## config.mk

```make
export PLATFORM = sky130hd
export DESIGN_NAME = mmc_stat_irq
export DESIGN_NICKNAME = d
export VERILOG_FILES = /design/src/rtl/mmc_stat_pkg.sv /design/src/rtl/mmc_stat_sticky.sv /design/src/rtl/mmc_stat_mask_irq.sv /design/src/rtl/mmc_stat_irq.sv
export SDC_FILE = /design/constraint.sdc
export NUM_CORES = 1
export LEC_CHECK = 0
export BUFFER_PORTS_ARGS = -buffer_cell sky130_fd_sc_hd__buf_2
export CAP_MARGIN = 20
export CORE_MARGIN = 2
export CORE_UTILIZATION = 58
export DETAILED_ROUTE_END_ITERATION = 6
export PLACE_DENSITY_LB_ADDON = 0.15
export SKIP_LAST_GASP = 1
export SLEW_MARGIN = 20
export SYNTH_ARGS = -nofsm -noshare
export SYNTH_HDL_FRONTEND = slang
export SYNTH_SLANG_ARGS = --single-unit
export TNS_END_PERCENT = 50
```

## constraint.sdc

```tcl
create_clock -name clk -period 4 [get_ports clk]
set_clock_uncertainty 0.2 [all_clocks]
set_input_delay 0.8 -clock clk [delete_from_list [all_inputs] [get_ports clk]]
set_output_delay 0.8 -clock clk [all_outputs]
set_load 0.05 [all_outputs]
```

## src/rtl/mmc_stat_pkg.sv

```systemverilog
package mmc_stat_pkg;
  localparam int WORD_W  = 32;
  localparam int NUM_EVT = 10;
  localparam int NUM_LVL = 11;
  localparam int LVL_LSB = 11;
  localparam int ADDR_W  = 2;

  typedef enum logic [ADDR_W-1:0] {
    A_STAT = 2'd0,
    A_CLR  = 2'd1,
    A_MSK0 = 2'd2,
    A_MSK1 = 2'd3
  } reg_addr_e;

  // status bit position of event input e; bit 9 is a hole
  function automatic int evt_pos(input int e);
    return (e < 9) ? e : 10;
  endfunction
endpackage

```

## src/rtl/mmc_stat_sticky.sv

```systemverilog
module mmc_stat_sticky #(
  parameter int N = 10
) (
  input  logic         clk,
  input  logic         rst,
  input  logic [N-1:0] set_i,
  input  logic [N-1:0] clr_i,
  output logic [N-1:0] flag_o
);
  for (genvar i = 0; i < N; i++) begin : g_bit
    logic q;
    always_ff @(posedge clk) begin
      if (rst) q <= 1'b0;
      else     q <= (q & ~clr_i[i]) | set_i[i];
    end
    assign flag_o[i] = q;

    p_set_r2: assert property (@(posedge clk) disable iff (rst)
      set_i[i] |=> flag_o[i]);
    p_hold_r3: assert property (@(posedge clk) disable iff (rst)
      (flag_o[i] && !clr_i[i]) |=> flag_o[i]);
    p_set_wins_r4: assert property (@(posedge clk) disable iff (rst)
      (set_i[i] && clr_i[i]) |=> flag_o[i]);
  end
endmodule

```

## src/rtl/mmc_stat_mask_irq.sv

```systemverilog
module mmc_stat_mask_irq #(
  parameter int W = 32
) (
  input  logic         clk,
  input  logic         rst,
  input  logic         we,
  input  logic [W-1:0] wdata,
  input  logic [W-1:0] status,
  output logic [W-1:0] mask_o,
  output logic         irq_o
);
  logic [W-1:0] mask_q;
  logic         irq_q;

  always_ff @(posedge clk) begin
    if (rst) begin
      mask_q <= '0;
      irq_q  <= 1'b0;
    end else begin
      if (we) mask_q <= wdata;
      irq_q <= |(status & mask_q);
    end
  end

  assign mask_o = mask_q;
  assign irq_o  = irq_q;

  p_mask_zero_quiet_r8: assert property (@(posedge clk) disable iff (rst)
    (mask_q == '0) |=> !irq_o);
  p_irq_raise_r7: assert property (@(posedge clk) disable iff (rst)
    ((status & mask_q) != '0) |=> irq_o);
endmodule

```

## src/rtl/mmc_stat_irq.sv

```systemverilog
module mmc_stat_irq
  import mmc_stat_pkg::*;
(
  input  logic               clk,
  input  logic               rst,
  input  logic [NUM_EVT-1:0] evt_pulse,
  input  logic [NUM_LVL-1:0] lvl_in,
  input  logic               wr_en,
  input  logic [ADDR_W-1:0]  wr_addr,
  input  logic [WORD_W-1:0]  wr_data,
  input  logic [ADDR_W-1:0]  rd_addr,
  output logic [WORD_W-1:0]  rd_data,
  output logic               irq0,
  output logic               irq1
);
  localparam int NUM_IRQ = 2;

  logic [NUM_EVT-1:0] clr_vec, flags;
  logic [WORD_W-1:0]  status;
  logic [WORD_W-1:0]  mask [NUM_IRQ];
  logic [NUM_IRQ-1:0] irq;
  logic               clr_stb;

  assign clr_stb = wr_en && (wr_addr == A_CLR);

  for (genvar e = 0; e < NUM_EVT; e++) begin : g_clr
    assign clr_vec[e] = clr_stb & wr_data[evt_pos(e)];
  end

  mmc_stat_sticky #(.N(NUM_EVT)) u_sticky (
    .clk(clk), .rst(rst), .set_i(evt_pulse), .clr_i(clr_vec), .flag_o(flags)
  );

  always_comb begin
    status = '0;
    for (int e = 0; e < NUM_EVT; e++) status[evt_pos(e)] = flags[e];
    status[LVL_LSB +: NUM_LVL] = lvl_in;
  end

  for (genvar k = 0; k < NUM_IRQ; k++) begin : g_irq
    mmc_stat_mask_irq #(.W(WORD_W)) u_mask (
      .clk(clk), .rst(rst),
      .we(wr_en && (wr_addr == ADDR_W'(A_MSK0) + ADDR_W'(k))),
      .wdata(wr_data), .status(status),
      .mask_o(mask[k]), .irq_o(irq[k])
    );
  end

  assign irq0 = irq[0];
  assign irq1 = irq[1];

  always_ff @(posedge clk) begin
    if (rst) rd_data <= '0;
    else begin
      unique case (rd_addr)
        A_STAT:  rd_data <= status;
        A_MSK0:  rd_data <= mask[0];
        A_MSK1:  rd_data <= mask[1];
        default: rd_data <= '0;
      endcase
    end
  end

  p_unused_zero_r6: assert property (@(posedge clk) disable iff (rst)
    (rd_addr == A_STAT) |=> (rd_data[9] == 1'b0 && rd_data[31:22] == '0));
  p_live_follow_r5: assert property (@(posedge clk) disable iff (rst)
    (rd_addr == A_STAT) |=> (rd_data[LVL_LSB +: NUM_LVL] == $past(lvl_in)));
  p_clr_reads_zero_r9: assert property (@(posedge clk) disable iff (rst)
    (rd_addr == A_CLR) |=> (rd_data == '0));
endmodule

```

==> impl_metrics.ini, run 1 <==
[outcome]
outcome = finished, final reports clean

[logic_synthesis]
synth_top_flop_cell = dfxtp_1
seq_area_frac_synth_pct = 50.3
synth.ff_latch_count = 108
synth_nets = 548
synth_edf_count = 0
synthTopCellsByArea = dfxtp_1 50%, nand2_1 12%, a21oi_1 8.6%
postSynthCellCount = 488
yosys-top-cells-count = 143 x nand2_1, 108 x dfxtp_1, 74 x a21oi_1
async_flop_share_pct = 0
synth_area_um2 = 4300
postSynthAreaPerCell_um2 = 8.81
ys_warn_count = 0
synth_cell_types = 26
yosys.area.top_type = dfxtp_1
synth_top_area_share_pct = 50.3
yosysMostFrequentCell = nand2_1

[clock_tree]
postCtsSetupBuffers = 0
clkLatencyLatePin_ns = 0.37
ctsResizeCount = 0
cts.sinks = 108
cts.hold.buffers_added = 0
htreeDepth = 3
tritoncts.num_buffers = 9
cts_root_buf = clkbuf_8
cts_tree = yes
clk_pin_slew_worst_paths_ns = 0.10
cts.path.max_buffers = 2

[die]
std_cell_rows = 31
core_um2 = 7210
initial_core_util_pct = 59.6
ios = 94
die_y_um = 90.1
die_w_um = 90.1
die-area_um2 = 8110

[global_route]
grt_pass1_wl_um = 16700
grt_overflow = 0
grt_max_degree = 98
grt_pass1_vias = 3467
grt.total_usage_pct = 25.3
grt_antenna_before_repair = 0

[worst_hold_path]
hp-start = g_irq[0].u_mask.mask_o[23]$_SDFFE_PP0P_
hold_class = flip-flop to flip-flop
min_path_cells = 2
hold_end = g_irq[0].u_mask.mask_o[23]$_SDFFE_PP0P_

[power]
power.internal_w = 0.00157
swShare_pct = 25.2
ir_worst_vdd_mv = 0.270
clockPowerShare_pct = 34.5
power-per-cell-area_nw_per_um2 = 425
seqPwrFrac_pct = 54.4
power.switching_w = 0.000528
pwr-share-comb_pct = 11.1
leakage_nw = 2.04

[finish]
multi_input_area_um2 = 1910
register_area_um2 = 2160
finish.instance_area_um2 = 4930
nNetsFinal = 624
antenna_cells = 0
area_growth_pct = 14.7
nFillCells = 628
post_route_cells_drive_above_1_share_pct = 25.1

[detailed_routing]
drtPass1Iterations = 4
vias = 3623
routedWlPerCell_um = 15.1
ant_nets = 0
dr.first_iter.drc_count = 214
avgViaCountPerCell = 5.42
drc = 0
routed_wl_um = 10100

[worst_setup_path]
path_common_cell = nor2_1
slowest_delay_ns = 0.82
critPathBufInv = 2
required_ns = 4.09
r2r-end = g_irq[1].u_mask.irq_o$_SDFF_PP0_
startpoint_type = input pin
arrival_ns = 2.46
end_kind = flip-flop
crit_fanout = 23
crit_family = simple AND/OR/NAND/NOR gates
cp_slowest_cell = nor2_1
path_cells = buf_2 -> nor2_1 -> buf_4 -> a22oi_2 -> nor2_1
rrSetupSlack_ns = 2.54
critPathKind = input pin to flip-flop
worstReg2RegStart = g_irq[1].u_mask.mask_o[11]$_SDFFE_PP0P_
rr_worst_depth = 4

[placement]
port_buffers = 93
placed_area_um2 = 4710
post-place-ws_ns = 1.27
dpl.hpwl_um = 6530
gp_congestion = 0.887

[sta]
drv_slew = 0
period_share_pct = 59.3
slew-limit-headroom_pct = 33.9
post-route-min-period_ns = 2.37
setup_ws_ns = 1.63
rsz0062_at_grt = no
hold_viol_final = 0
final-setup-viol-count = 0
fin_setup_tns_ns = 0
max_freq_mhz = 422
tightest_slew_ns = 0.987

[run]
max_cap_violations = 0
-- per-layer routing --
metal  share of wire (%)  vias up  global-route usage, %
li1                    -     1800                      -
met1                  44     1713                   32.5
met4                 1.7        0                   9.10
met3                 5.1       14                   4.86
met5                   0        -                      0
met2                  50       96                   42.5
-- stage by stage --
step	instances	util, %	hold WS [ns]	total power (W)
global route	668	68.3	0.282	0.00218
detailed placement	652	65.3	0.248	0.00140
finish	668	68.3	0.259	0.00210
floorplan	488	-	0.236	0.00132
CTS	668	68.3	0.262	0.00211
global placement	652	65.3	0.241	0.00139
-- worst max-delay path by stage --
stage | startpoint | end | slack, ns | cells after the start
floorplan | rd_addr[0] | rd_data[10]$_SDFF_PP0_ | 2.16 | 5
global placement | rd_addr[1] | rd_data[8]$_SDFF_PP0_ | 1.31 | 5
detailed placement | rd_addr[1] | rd_data[18]$_SDFF_PP0_ | 1.27 | 5
CTS | rd_addr[1] | rd_data[18]$_SDFF_PP0_ | 1.66 | 5
global route | rd_addr[1] | rd_data[0]$_SDFF_PP0_ | 1.58 | 5
finish | rd_addr[1] | rd_data[18]$_SDFF_PP0_ | 1.63 | 5
-- worst reg2reg max path, stage by stage, from the launching register on --
cell and delay, ns:
dfxtp_1 0.34, a222oi_1 0.30, nand3_1 0.11, nor3_1 0.24
a31oi_1 0.12
-- cell usage in the layout, fill, tap and decap left out --
cell type / n
nand2_1: 143
nor2_1: 43
a22oi_1: 28
a221oi_1: 2
nor3_1: 2
a21oi_1: 74
dfxtp_1: 108
nor2_2: 1
a22oi_2: 7
buf_2: 93
mux2i_1: 11
and3_1: 1
clkbuf_8: 10
clkbuf_1: 2
a31oi_1: 2
clkinv_2: 1
bufinv_16: 2
nand3_1: 3
mux2_2: 3
buf_4: 7
a22o_1: 2
nand2b_1: 1
mux2_4: 18
a222oi_1: 2
or2_1: 1
and3b_1: 1
clkinvlp_4: 1
-- flip-flops by register name, indices dropped and copies added (netlist names) --
| name | count |
|---|---|
| g_irq.u_mask.mask_o | 64 |
| rd_data | 32 |
| u_sticky.g_bit.q | 10 |
| g_irq.u_mask.irq_o | 2 |
-- kinds of logic after synthesis --
kind of cell | Yosys count | share of synthesized area [%]
AO/OA/AOI/OAI | 117 | 17.1
multiplexers | 32 | 9.64
AND/OR/NAND/NOR | 196 | 17.6
flip-flops | 108 | 50.3
buffers and inverters | 35 | 5.33
-- area by class of cell --
cell class                 count  area share [%]
timing repair buffer         100            10.5
clock buffer                  12            2.94
sequential                   108            43.9
multi-input combinational    345            38.7
clock inverter                 4            1.47
tap                           99            2.51
-- power by group through the flow --
stage | clock network [W] | registers, W | logic, W
3_5_place_dp | 0 | 0.00117 | 0.000232
3_3_place_gp | 0 | 0.00116 | 0.000228
5_1_grt | 0.000778 | 0.00115 | 0.000254
4_1_cts | 0.000735 | 0.00114 | 0.000233
6_report | 0.000723 | 0.00114 | 0.000233
2_1_floorplan | 0 | 0.00120 | 0.000125
Power figures use the tool's default switching activity.
==> run 2: changes to the inputs <==
Settings changed: CORE_UTILIZATION 58 to 54.
Clock period 4 ns to 2.21 ns, I/O delays scaled along.
==> run 2 against run 1 <==
Non-clock buffer count increased by 3. Global-route usage decreased by 1.7 points. Routed wire length decreased by 0.80%. Cell area increased by 0.96%. Critical path type is now flip-flop to output port. Via count increased by 0.52%.
==> impl_metrics.ini, run 2 (same netlist as run 1, synthesis figures left out) <==
[sta]
max_freq_mhz = 617
fin_setup_tns_ns = 0
post-route-min-period_ns = 1.62
rsz0062_at_grt = no
drv_slew = 0
setup_ws_ns = 0.589
hold_viol_final = 0
final-setup-viol-count = 0
slew-limit-headroom_pct = 63.3
tightest_slew_ns = 0.549
period_share_pct = 73.3
holdWs_ns = 0.0901

[global_route]
met2_usage_pct = 40.8
grt_antenna_before_repair = 0
grt_max_degree = 39
grt.total_usage_pct = 23.6
grt_use_met3_pct = 3.95
met1_usage_pct = 29.5
grt_pass1_vias = 3499
grt_overflow = 0
busiest_layer = met2
grt_pass1_wl_um = 16200

[clock_tree]
clk_pin_slew_worst_paths_ns = 0.10
clkLatencyLatePin_ns = 0.35
cts_root_buf = clkbuf_8
cts.hold.buffers_added = 0
tritoncts.num_buffers = 9
cts.path.max_buffers = 2
cts.sinks = 108
cts_tree = yes
htreeDepth = 3
ctsResizeCount = 0
postCtsSetupBuffers = 0

[detailed_routing]
drtPass1Iterations = 4
routed_wl_um = 9980
drc = 0
ant_nets = 0
avgViaCountPerCell = 5.41
vias = 3642
routedWlPerCell_um = 14.8
dr.first_iter.drc_count = 246

[worst_setup_path]
arrival_ns = 0.98
slowest_delay_ns = 0.36
path_cells = buf_2
end_kind = output port
required_ns = 1.57
crit_family = flip-flops
crit_fanout = 1
rrSetupSlack_ns = 0.65
cp_slowest_cell = dfxtp_1
critPathBufInv = 1
critPathKind = flip-flop to output port
startpoint_type = flip-flop

[die]
die_w_um = 93.2
core_um2 = 7730
die_y_um = 93.2
die-area_um2 = 8690
initial_core_util_pct = 55.6
std_cell_rows = 32
ios = 94

[placement]
port_buffers = 93
dpl.hpwl_um = 6630
post-place-ws_ns = 0.179
gp_congestion = 0.800

[power]
ir_worst_vdd_mv = 0.468
leakage_nw = 2.06
power-per-cell-area_nw_per_um2 = 737

[outcome]
outcome = finished, final reports clean

[worst_hold_path]
hold_class = input pin to flip-flop

[finish]
final_cell_mix = 143 x nand2_1, 108 x dfxtp_1, 93 x buf_2, 74 x a21oi_1, 42 x nor2_1
final_common_cell = nand2_1
antenna_cells = 0
area_growth_pct = 15.8
nNetsFinal = 627
largest_reg_flops = 64
post_route_cells_drive_above_1_share_pct = 25.7

[run]
max_cap_violations = 0
==> run 2: changes by cell type in the layout (fill, tap and decap cells not counted), sizes merged <==
cell | previous run | this run
buf | 100 | 103
bufinv | 2 | 1
clkbuf | 12 | 11
clkinvlp | 1 | 2
==> run 2: per-stage QoR <==
step | instances | area, um2 | total power (W) | util, %
after floorplan | 488 | 4300 | 0.00240 | -
after global placement | 657 | 4770 | 0.00253 | 61.7
after detailed placement | 657 | 4770 | 0.00254 | 61.7
after CTS | 672 | 4960 | 0.00370 | 64.2
after global routing | 673 | 4980 | 0.00382 | 64.4
final | 673 | 4980 | 0.00367 | 64.4
==> run 2: worst paths after layout <==
path                                                           endpoint  cells after the start                                    start
worst max-delay path                                         rd_data[1]                      1                    rd_data[1]$_SDFF_PP0_
worst min-delay path                     u_sticky.g_bit[4].q$_SDFF_PP0_                      3                             evt_pulse[4]
worst max register to register         g_irq[0].u_mask.irq_o$_SDFF_PP0_                      4           u_sticky.g_bit[9].q$_SDFF_PP0_
worst min register to register  g_irq[1].u_mask.mask_o[28]$_SDFFE_PP0P_                      2  g_irq[1].u_mask.mask_o[28]$_SDFFE_PP0P_
==> run 2: routing by layer <==
layer  share of wire (%)  vias to the layer above
li1                    -                     1798
met1                  42                     1702
met2                  49                      123
met3                 6.6                       19
met4                 2.4                        0
met5                   0                        -
==> run 2: layout make-up <==
class                   instances  area (um2)
repair buffers                103         586
well taps                     102         128
multi-input cells             345        1910
clock inverters                 4        50.0
clock buffers                  11         141
flip-flops and latches        108        2160
fillers                       715        2750
==> run 2: where the power goes <==
group | switching [W] | total [W] | leakage, nW | internal, W
Sequential | 0.0000463 | 0.00206 | 0.880 | 0.00202
Clock | 0.000618 | 0.00117 | 0.0914 | 0.000548
Combinational | 0.000274 | 0.000436 | 1.08 | 0.000162
